===== config.mk =====
export PLATFORM = sky130hd
export DESIGN_NAME = dock_ctrl
export DESIGN_NICKNAME = d
export VERILOG_FILES = /design/src/rtl/dock_pkg.sv /design/src/rtl/dock_in_port.sv /design/src/rtl/dock_out_port.sv /design/src/rtl/dock_ctrl.sv
export SDC_FILE = /design/constraint.sdc
export NUM_CORES = 1
export LEC_CHECK = 0
export BUFFER_PORTS_ARGS = -buffer_cell sky130_fd_sc_hd__buf_2
export CAP_MARGIN = 20
export CORE_ASPECT_RATIO = 1.2
export CORE_MARGIN = 2
export CORE_UTILIZATION = 38
export DETAILED_ROUTE_END_ITERATION = 7
export PLACE_DENSITY = 0.76
export SYNTH_ARGS = -nofsm -noshare
export SYNTH_HDL_FRONTEND = slang
export SYNTH_SLANG_ARGS = --single-unit

===== constraint.sdc =====
create_clock -name clk -period 1.3 [get_ports clk]
set_input_delay 0.065 -clock clk [delete_from_list [all_inputs] [get_ports clk]]
set_output_delay 0.065 -clock clk [all_outputs]
set_load 0.02 [all_outputs]

===== src/rtl/dock_pkg.sv =====
package dock_pkg;

    typedef struct packed {
        logic full;
        logic empty;
        logic flush_cand;
    } in_stat_t;

    typedef struct packed {
        logic full;
        logic empty;
        logic draining;
    } out_stat_t;

    function automatic in_stat_t in_status(input logic raw_req, input logic mark,
                                           input logic ack);
        in_stat_t s;
        logic     vis;
        vis          = raw_req & ~mark;
        s.full       = vis & ~ack;
        s.empty      = ~vis & ~ack;
        s.flush_cand = raw_req & mark & ~ack;
        return s;
    endfunction

    function automatic out_stat_t out_status(input logic req, input logic ack);
        out_stat_t s;
        s.full     = req & ~ack;
        s.empty    = ~req & ~ack;
        s.draining = req & ack;
        return s;
    endfunction

endpackage


===== src/rtl/dock_in_port.sv =====
module dock_in_port
    import dock_pkg::*;
(
    input  logic     clk,
    input  logic     rst,
    input  logic     raw_req,
    input  logic     mark,
    input  logic     take,
    input  logic     flush_all,
    output logic     ack_o,
    output in_stat_t stat_o
);
    logic ack_q;
    logic flush_q;
    logic vis_req;

    assign vis_req = raw_req & ~mark;
    assign stat_o  = in_status(raw_req, mark, ack_q);
    assign ack_o   = ack_q | flush_q;

    always_ff @(posedge clk) begin
        if (rst) begin
            ack_q   <= 1'b1;
            flush_q <= 1'b0;
        end else begin
            if (take)
                ack_q <= 1'b1;
            else if (!vis_req && ack_q)
                ack_q <= 1'b0;

            if (!raw_req)
                flush_q <= 1'b0;
            else if (flush_all)
                flush_q <= 1'b1;
        end
    end
endmodule


===== src/rtl/dock_out_port.sv =====
module dock_out_port
    import dock_pkg::*;
#(
    parameter int DATA_W = 32
) (
    input  logic              clk,
    input  logic              rst,
    input  logic              load,
    input  logic [DATA_W-1:0] load_data,
    input  logic              ack_in,
    output logic              req_o,
    output logic [DATA_W-1:0] data_o,
    output out_stat_t         stat_o
);
    logic              req_q;
    logic [DATA_W-1:0] data_q;

    assign req_o  = req_q;
    assign data_o = data_q;
    assign stat_o = out_status(req_q, ack_in);

    always_ff @(posedge clk) begin
        if (rst) begin
            req_q  <= 1'b0;
            data_q <= '0;
        end else if (load) begin
            req_q  <= 1'b1;
            data_q <= load_data;
        end else if (req_q && ack_in) begin
            req_q <= 1'b0;
        end
    end
endmodule


===== src/rtl/dock_ctrl.sv =====
module dock_ctrl
    import dock_pkg::*;
#(
    parameter int NUM_IN  = 2,
    parameter int NUM_OUT = 1,
    parameter int DATA_W  = 32
) (
    input  logic                        clk,
    input  logic                        rst,
    input  logic [NUM_IN-1:0]           in_req,
    input  logic [NUM_IN*(DATA_W+1)-1:0] in_data,
    output logic [NUM_IN-1:0]           in_ack,
    output logic [NUM_IN-1:0]           in_full,
    output logic [NUM_IN-1:0]           in_empty,
    output logic [NUM_OUT-1:0]          out_req,
    output logic [NUM_OUT*DATA_W-1:0]   out_data,
    input  logic [NUM_OUT-1:0]          out_ack,
    output logic [NUM_OUT-1:0]          out_full,
    output logic [NUM_OUT-1:0]          out_empty,
    output logic [NUM_OUT-1:0]          out_draining
);
    localparam int LANE_W = DATA_W + 1;

    in_stat_t          in_st   [NUM_IN];
    out_stat_t         out_st  [NUM_OUT];
    logic [NUM_IN-1:0] in_mark;
    logic [NUM_IN-1:0] cand;
    logic [NUM_IN-1:0] take;
    logic              flush_all;
    logic [NUM_OUT-1:0] load;
    logic [DATA_W-1:0] load_word [NUM_OUT];

    assign flush_all = &cand;

    for (genvar i = 0; i < NUM_IN; i++) begin : g_in
        assign in_mark[i]  = in_data[i*LANE_W + DATA_W];
        assign cand[i]     = in_st[i].flush_cand;
        assign in_full[i]  = in_st[i].full;
        assign in_empty[i] = in_st[i].empty;

        dock_in_port u_port (
            .clk       (clk),
            .rst       (rst),
            .raw_req   (in_req[i]),
            .mark      (in_mark[i]),
            .take      (take[i]),
            .flush_all (flush_all),
            .ack_o     (in_ack[i]),
            .stat_o    (in_st[i])
        );
    end

    for (genvar j = 0; j < NUM_OUT; j++) begin : g_out
        assign out_full[j]     = out_st[j].full;
        assign out_empty[j]    = out_st[j].empty;
        assign out_draining[j] = out_st[j].draining;

        dock_out_port #(.DATA_W(DATA_W)) u_port (
            .clk       (clk),
            .rst       (rst),
            .load      (load[j]),
            .load_data (load_word[j]),
            .ack_in    (out_ack[j]),
            .req_o     (out_req[j]),
            .data_o    (out_data[j*DATA_W +: DATA_W]),
            .stat_o    (out_st[j])
        );
    end

    // Stand-in unit: lane i feeds output (i mod NUM_OUT), lowest lane first.
    always_comb begin
        take = '0;
        load = '0;
        for (int j = 0; j < NUM_OUT; j++) begin
            load_word[j] = '0;
            for (int i = 0; i < NUM_IN; i++) begin
                if ((i % NUM_OUT) == j && in_st[i].full && out_st[j].empty && !load[j]) begin
                    take[i]      = 1'b1;
                    load[j]      = 1'b1;
                    load_word[j] = in_data[i*LANE_W +: DATA_W];
                end
            end
        end
    end
endmodule


# Yosys cells after proc, flatten, opt, wreduce, memory -nomap -nowiden

Index checks and enable logic that the tools add are counted.

Input bits: 71
Bits in registers: 37
Word-level logic and storage cells: 53
Output and inout bits: 42

Reductions and logical operators: 15
Bitwise operators: 25
Muxes and demuxes: 7

Operators by type and width:

| kind                | number |
|---|---|
| 32-bit two-way mux  | 2 |
| 1-bit AND           | 13 |
| 1-bit NOT           | 10 |
| 2-bit OR reduction  | 4 |
| 1-bit logical AND   | 6 |
| 1-bit two-way mux   | 5 |
| 1-bit zero test     | 3 |
| 1-bit bitwise OR    | 2 |
| 2-bit AND reduction | 1 |
| 2-bit nonzero test  | 1 |

# Longest topological paths before layout

Gate-level depths: netlist (run 1).

Depth in word-level cells: 9
Gate-level depth with buffers: 5
Depth with buffers taken out: 3

# Modules after synthesis

A second synthesis (run 1) with hierarchy kept.

Cells, all modules: 245
Area total of the unflattened synthesis: 2,366.0 um2

By module, submodules not included:

| module        | seq. area each (um2) | cells an instance | area an instance (um2) | instances |
|---|---|---|---|---|
| dock_out_port | 660.6                | 109               | 1,222.4                | 1 |
| dock_ctrl     | 0.0                  | 114               | 948.4                  | 1 |
| dock_in_port  | 40.0                 | 11                | 97.6                   | 2 |

# Worst setup path after synthesis (run 1)

OpenSTA, ideal clock, no wires.

Path kind: reg2reg
From: register g_out[0].u_port.req_q
To: register g_out[0].u_port.data_q[0]
Period minus slack after synthesis: 1.522 ns
Setup slack: -0.222 ns
Arrival: 1.403 ns
Buffers on the path: 2
Stages on the path, launching flop included: 6
Setup time: 0.119 ns
Data required time: 1.181 ns
Path through: dfxtp_1 > buf_2 > nor2_2 > nand3b_2 > buf_6 > o221a_1

Word-level cells in the longest chain between the ends: 7
Elaborated cells on any way between the ends: 10
Classes of those cells: 4 x mux; 2 x bitwise; 4 x reduce/logical

RTL lines:

| item                                                    | RTL line            | text |
|---|---|---|
| from (decl)                                             | dock_out_port.sv:15 | `logic req_q;` |
| from (signal assigned)                                  | dock_out_port.sv:24 | `req_q <= 1'b0;` |
| from (signal assigned)                                  | dock_out_port.sv:27 | `req_q <= 1'b1;` |
| from (signal assigned)                                  | dock_out_port.sv:30 | `req_q <= 1'b0;` |
| 1-bit NOT (*)                                           | dock_pkg.sv:29      | `s.empty = ~req & ~ack;` |
| 1-bit AND (*)                                           | dock_pkg.sv:29      |  |
| net out_empty                                           | dock_ctrl.sv:19     | `output logic [NUM_OUT-1:0] out_empty,` |
| 1-bit logical AND                                       | dock_ctrl.sv:77     | `if ((i % NUM_OUT) == j && in_st[i].full && out_st[j].empty && !load[j]) begin` |
| 1-bit two-way mux                                       | dock_ctrl.sv:77     |  |
| 1-bit zero test                                         | dock_ctrl.sv:77     |  |
| 1-bit logical AND                                       | dock_ctrl.sv:77     |  |
| 32-bit two-way mux or 1-bit two-way mux (tied branches) | dock_ctrl.sv:77     |  |
| to (signal assigned)                                    | dock_out_port.sv:28 | `data_q <= load_data;` |
| to (decl)                                               | dock_out_port.sv:16 | `logic [DATA_W-1:0] data_q;` |

The timed path passes the listed nets; every way through them passes the cells marked *.
A chain may end at the register's enable or synchronous reset.

# Worst setup path after layout (run 1)

From: register g_in[1].u_port.ack_q
To: register g_out[0].u_port.data_q[19]

Word-level cells in the longest chain between the ends: 5
Elaborated cells on any way between the ends: 6
Classes of those cells: 2 x mux; 2 x bitwise; 2 x reduce/logical

RTL lines:

| item                                                    | RTL line           | text |
|---|---|---|
| from (decl)                                             | dock_in_port.sv:13 | `logic ack_q;` |
| from (signal assigned)                                  | dock_in_port.sv:23 | `ack_q <= 1'b1;` |
| from (signal assigned)                                  | dock_in_port.sv:27 | `ack_q <= 1'b1;` |
| from (signal assigned)                                  | dock_in_port.sv:29 | `ack_q <= 1'b0;` |
| 1-bit NOT (*)                                           | dock_pkg.sv:20     | `s.full = vis & ~ack;` |
| 1-bit AND (*)                                           | dock_pkg.sv:20     |  |
| 1-bit logical AND (*) (2 in a row)                      | dock_ctrl.sv:77    |  |
| 32-bit two-way mux or 1-bit two-way mux (tied branches) | dock_ctrl.sv:77    |  |

Mark *: on every way between the ends. The rest lies on a longest branch, timed or not.

==> results.toml, run 1 <==
[setup_path]
crit_path_cell_trace = "nor3b_4, o21a_2, buf_12, o221a_1"
crit_slowest_cell = "dfxtp_2"
cp.buffers_inverters = 1
crit_fanout = 15
crit_type = "reg2reg"
end_kind = "register"
crit_start = "g_in[1].u_port.ack_q"
critPathTopFamily = "compound AO/OA/AOI/OAI gates"
r2r_end = "g_out[0].u_port.data_o[19]"
cp-start-kind = "register"
crit_arrival_ns = 1.51
slowest_delay_ns = 0.35
rr_worst_depth = 4
r2r-start = "g_in[1].u_port.ack_q"
reg2reg_slack_ns = 0.009
cp-endpoint = "g_out[0].u_port.data_o[19]"
cp.depth = 4
cp_data_required_time_ns = 1.52

[floorplanning]
start_util_pct = 40.1
ioPinCount = 113
placement_rows = 26
die_w_um = 65.7
die_h_um = 78.1
core_um2 = 4330
die-area_um2 = 5130

[timing]
finalClockSkew_ns = 0.00652
whs_ns = 0.0428
finalSetupTns_ns = 0
drv_slew = 0
period_share_pct = 99.3
hold_viol = 0
max_freq_mhz = 775
setup_viol = 0
rsz0062_at_grt = "yes"
relSlewSlack_pct = 75.7
period_needed_ns = 1.29
worstMarginPinSlew_ns = 0.365

[cells_and_area]
final_area_um2 = 2600
register_area_um2 = 747
final_common_cell = "buf_2"
multi_input_area_um2 = 865
layout-drive-gt1-share_pct = 49.8
fillCellCount = 401
syn_to_final_growth_pct = 49.8
fin_cells = 351
final_cell_mix = "112 x buf_2, 35 x nor3_1, 34 x dfxtp_1"
finalCoreUtilization_pct = 60.1
insertedDiodeCount = 0
fin_nets = 365

[logic_synthesis]
ys_ff_latch = 37
syn_nets = 252
synth.avg_cell_area_um2 = 9.59
seq_area_frac_synth_pct = 42.7
synth_cell_type_count = 24
synthSimpleGateAreaFrac_pct = 15.9
synth_fa_ha_area_share_pct = 0
synth-xor-area-share_pct = 0
netlist_instances = 181
synthMuxAreaShare_pct = 0
synth-compound-area-share_pct = 33.1
syn_area_um2 = 1740
yosysWarnings = 0
synth_top_family_by_area = "compound AO/OA/AOI/OAI gates"

[min_path]
hp-class = "in2reg"

[placed_design]
dp.cells = 339
portBuffers = 112
gp_congestion = 0.738
dpl.hpwl_um = 3990
placed_area_um2 = 2410

[routing]
ant_nets = 0
drcViolationCount = 0
wl_um = 5400
num_vias = 1902
wl_per_cell_um = 15.4
detail_route.first_pass.iterations = 4
drt_iter0_drc = 111
via_per_inst = 5.42

[grt]
grt_pass1_vias = 1958
overflow = 0
grt_max_degree = 22
grt_antenna_before_repair = 0
grt_usage_pct = 20.6
grt_pass1_wl_um = 8510

[cts]
root_buffer = "clkbuf_8"
h-tree-depth = 2
clockBufferDepth = 2
clk_pin_slew_worst_paths_ns = 0.08
clock_latency_ns = 0.28
cts.sink_count = 37
cts_tree = "yes"
cts-buffers-inserted = 5

[pwr]
p_leak_uw = 0.00126
power_per_cell_area_nw_per_um2 = 1090
peakVddDrop_v = 0.000497

[run_status]
outcome = "finished, final reports clean"

[flow_run]
maxCapViolCount = 0
synthesized netlist by cell type:
| library cell | count | area [um2] |
|---|---|---|
| or2_2 | 2 | 12.5 |
| o31ai_1 | 1 | 7.51 |
| o221a_1 | 32 | 360 |
| clkbuf_1 | 7 | 26.3 |
| nor2b_1 | 2 | 12.5 |
| o21a_2 | 1 | 8.76 |
| o21ai_0 | 1 | 5.00 |
| nor2_2 | 1 | 6.26 |
| buf_1 | 3 | 11.3 |
| buf_2 | 5 | 25.0 |
| nor3_1 | 35 | 175 |
| nand4_1 | 1 | 6.26 |
| nor2_1 | 1 | 3.75 |
| a21oi_1 | 33 | 165 |
| nor3b_4 | 2 | 37.5 |
| nand3b_2 | 1 | 11.3 |
| inv_1 | 3 | 11.3 |
| o211a_1 | 2 | 20.0 |
| buf_6 | 3 | 33.8 |
| and2_1 | 1 | 6.26 |
| dfxtp_1 | 37 | 741 |
| buf_4 | 5 | 37.5 |
| a31o_2 | 1 | 8.76 |
| nand2_1 | 1 | 3.75 |
stage by stage:
stage               power (uW)  worst slack [ns]
floorplan                 1570           -0.0386
global placement          1800            0.0334
detailed placement        1810          -0.00730
CTS                       2840          -0.00565
global route              2950           -0.0650
finish                    2820           0.00890
kinds of logic (layout without fill, tap and decap cells):
family,Yosys count,in the layout
compound gates,71,71
simple gates,47,47
flops,37,37
buf+inv,26,140
state kept, by name (all words and copies together) (netlist names):
name,flops
g_in.u_port.ack_q,2
g_in.u_port.flush_q,2
g_out.u_port.req_o,1
g_out.u_port.data_o,32
area by class of cell:
class / instances / area share, %
clock inverter: 1 / 1.15
clock buffer: 7 / 3.32
inverter: 3 / 0.433
timing repair buffer: 129 / 30.4
sequential: 37 / 28.7
tap: 56 / 2.69
multi-input combinational: 118 / 33.2
layer usage:
metal,vias to the layer above,wire length [um],GRT usage [%]
met1,900,2160,23.1
met2,70,2860,38.2
li1,928,-,-
met5,-,0,0
met3,4,347,3.58
met4,0,36,7.29
where the power goes:
group | switching (uW) | internal [uW] | total, uW
sequential | 35.4 | 1190 | 1230
combinational | 300 | 269 | 569
clock | 400 | 626 | 1030
what timing repair did:
item | CTS | global route
setup endpoints to repair | 5 | 36
resized for setup | 2 | 7
gates cloned | 0 | 1
hold buffers | 0 | 0
setup buffers | 1 | 2
pin swaps | 1 | 0
worst min path at each step:
stage	startpoint	depth (start not counted)	slack, ns	end
3_3_place_gp	in_data[58]	2	0.32	g_out[0].u_port.data_o[25]
6_report	in_data[33]	2	0.04	g_out[0].u_port.data_o[0]
5_1_grt	in_data[33]	2	0.03	g_out[0].u_port.data_o[0]
4_1_cts	in_data[63]	2	0.04	g_out[0].u_port.data_o[30]
2_1_floorplan	in_data[65]	1	0.18	in_full[1]
3_5_place_dp	in_data[47]	2	0.33	g_out[0].u_port.data_o[14]
Note: power is estimated with default switching activity, not from simulation.
==> run 2, diff against run 1 <==
CORE_MARGIN = 1.5   (was 2)
CORE_UTILIZATION = 42   (was 38)
PLACE_DENSITY = 0.8   (was 0.76)
clock period = 1.4 ns   (was 1.3 ns; I/O delays follow)
==> run 2 against run 1 <==
Against the previous run: combinational power is 14% lower; flip-flop and latch count stayed put; utilization up 2.6 points; global-route usage about the same; highest routed layer unchanged.
==> results.toml, run 2 (same netlist as run 1, synthesis figures left out) <==
[setup_path]
end_kind = "primary output"
crit_path_cell_trace = "buf_4, nor2b_1, buf_2"
rr_worst_depth = 5
cp_data_required_time_ns = 1.33
crit_start = "g_out[0].u_port.req_o"
crit_slowest_cell = "dfxtp_1"
crit_arrival_ns = 1.26
cp-start-kind = "register"
crit_type = "reg2out"
r2r_end = "g_in[1].u_port.ack_q"
r2r-start = "g_in[0].u_port.ack_q"
reg2reg_slack_ns = 0.10
slowest_delay_ns = 0.39
crit_fanout = 19

[timing]
finalSetupTns_ns = 0
rsz0062_at_grt = "no"
worstMarginPinSlew_ns = 0.617
setup_slack_ns = 0.0713
setup_viol = 0
relSlewSlack_pct = 58.8
period_share_pct = 94.9
hold_viol = 0
drv_slew = 0
max_freq_mhz = 753
period_needed_ns = 1.33
finalClockSkew_ns = 0.00511

[cts]
cts-buffers-inserted = 5
cts.sink_count = 37
h-tree-depth = 2
clk_pin_slew_worst_paths_ns = 0.08
clockBufferDepth = 2
clock_latency_ns = 0.29
cts_tree = "yes"
root_buffer = "clkbuf_8"

[min_path]
hold_end = "g_out[0].u_port.data_o[0]"
hp-class = "in2reg"
min_delay_path_depth = 2
worstHoldStart = "in_data[33]"

[placed_design]
dpl.hpwl_um = 3450
portBuffers = 112
gp_congestion = 0.707
pre_cts_ws_ns = 0.104
placed_area_um2 = 2320

[cells_and_area]
final_common_cell = "buf_2"
finalCoreUtilization_pct = 62.8
final_area_um2 = 2470
insertedDiodeCount = 0
fillCellCount = 387
syn_to_final_growth_pct = 42.4
fin_nets = 361
final_cell_mix = "112 x buf_2, 37 x dfxtp_1, 35 x nor3_1"
largest_reg_flops = 32
layout-drive-gt1-share_pct = 48.5

[pwr]
power.share.clock_pct = 37.3
p_int_uw = 1910
p_seq_share_pct = 43.9
power_per_cell_area_nw_per_um2 = 1050
p_comb_share_pct = 18.8
swShare_pct = 26.4
switching_power_uw = 687
p_leak_uw = 0.00119
peakVddDrop_v = 0.000479

[floorplanning]
die_h_um = 73.4
start_util_pct = 44.1
ioPinCount = 113
die_w_um = 61.7
placement_rows = 25
die-area_um2 = 4530
core_um2 = 3940

[routing]
num_vias = 1850
via_per_inst = 5.36
ant_nets = 0
wl_per_cell_um = 13.8
wl_um = 4770
drt_iter0_drc = 40
drcViolationCount = 0
detail_route.first_pass.iterations = 4

[grt]
grt_usage_pct = 20.7
grt_pass1_wl_um = 7130
grt_max_degree = 36
grt_antenna_before_repair = 0
grt_pass1_vias = 1663
overflow = 0

[flow_run]
maxCapViolCount = 0

[run_status]
outcome = "finished, final reports clean"
## run 2: worst max-delay path, delay by kind of cell, from the launching register on
kind	cells	cell delay [ns]
AND/OR/NAND/NOR	1	0.15
flip-flops	1	0.39
buffers and inverters	2	0.43
## run 2: what timing repair did
item / 4_1_cts / 5_1_grt
hold buffers: 0 / 0
setup endpoints to repair: 1 / 1
resized for setup: 1 / 1
buffers inserted: 3 / 0
gates cloned: 0 / 0
pin swaps: 0 / 0
## run 2: power groups by stage
stage	registers [uW]	logic [uW]	clock network (uW)
6_report	1140	489	969
5_1_grt	1150	532	1040
4_1_cts	1140	492	995
3_5_place_dp	1160	485	0
3_3_place_gp	1160	478	0
2_1_floorplan	1230	223	0
## run 2: how the worst max path moves through the flow
stage	slack, ns	end	depth (start not counted)
after detailed placement	0.10	g_out[0].u_port.data_o[27]	4
after floorplan	0.005	g_out[0].u_port.data_o[18]	5
final	0.07	out_full	3
after CTS	0.05	out_full	3
after global routing	0.007	out_full	3
after global placement	0.12	g_in[1].u_port.ack_q	4
## run 2: metal layers
| metal | GRT usage (%) | vias up | wire length (um) |
|---|---|---|---|
| met5 | 0 | - | 0 |
| met4 | 5.67 | 0 | 49 |
| met3 | 4.75 | 7 | 356 |
| met2 | 36.3 | 75 | 2330 |
| met1 | 24.6 | 847 | 2030 |
| li1 | - | 921 | - |
## run 2: area by class of cell
class | instances | area [um2] | share of cell area (%)
sequential | 37 | 741 | 29.9
multi-input combinational | 118 | 856 | 34.6
inverter | 3 | 11.3 | 0.455
clock buffer | 6 | 82.6 | 3.34
tap | 54 | 67.6 | 2.73
timing repair buffer | 125 | 678 | 27.4
clock inverter | 2 | 37.5 | 1.52
## run 2: metrics by stage
| step | total power [uW] | hold slack, ns | instances |
|---|---|---|---|
| after floorplan | 1450 | 0.184 | 181 |
| after global placement | 1640 | 0.327 | 334 |
| after detailed placement | 1650 | 0.332 | 334 |
| after CTS | 2630 | 0.0243 | 345 |
| after global routing | 2710 | 0.0245 | 345 |
| final | 2600 | 0.0316 | 345 |
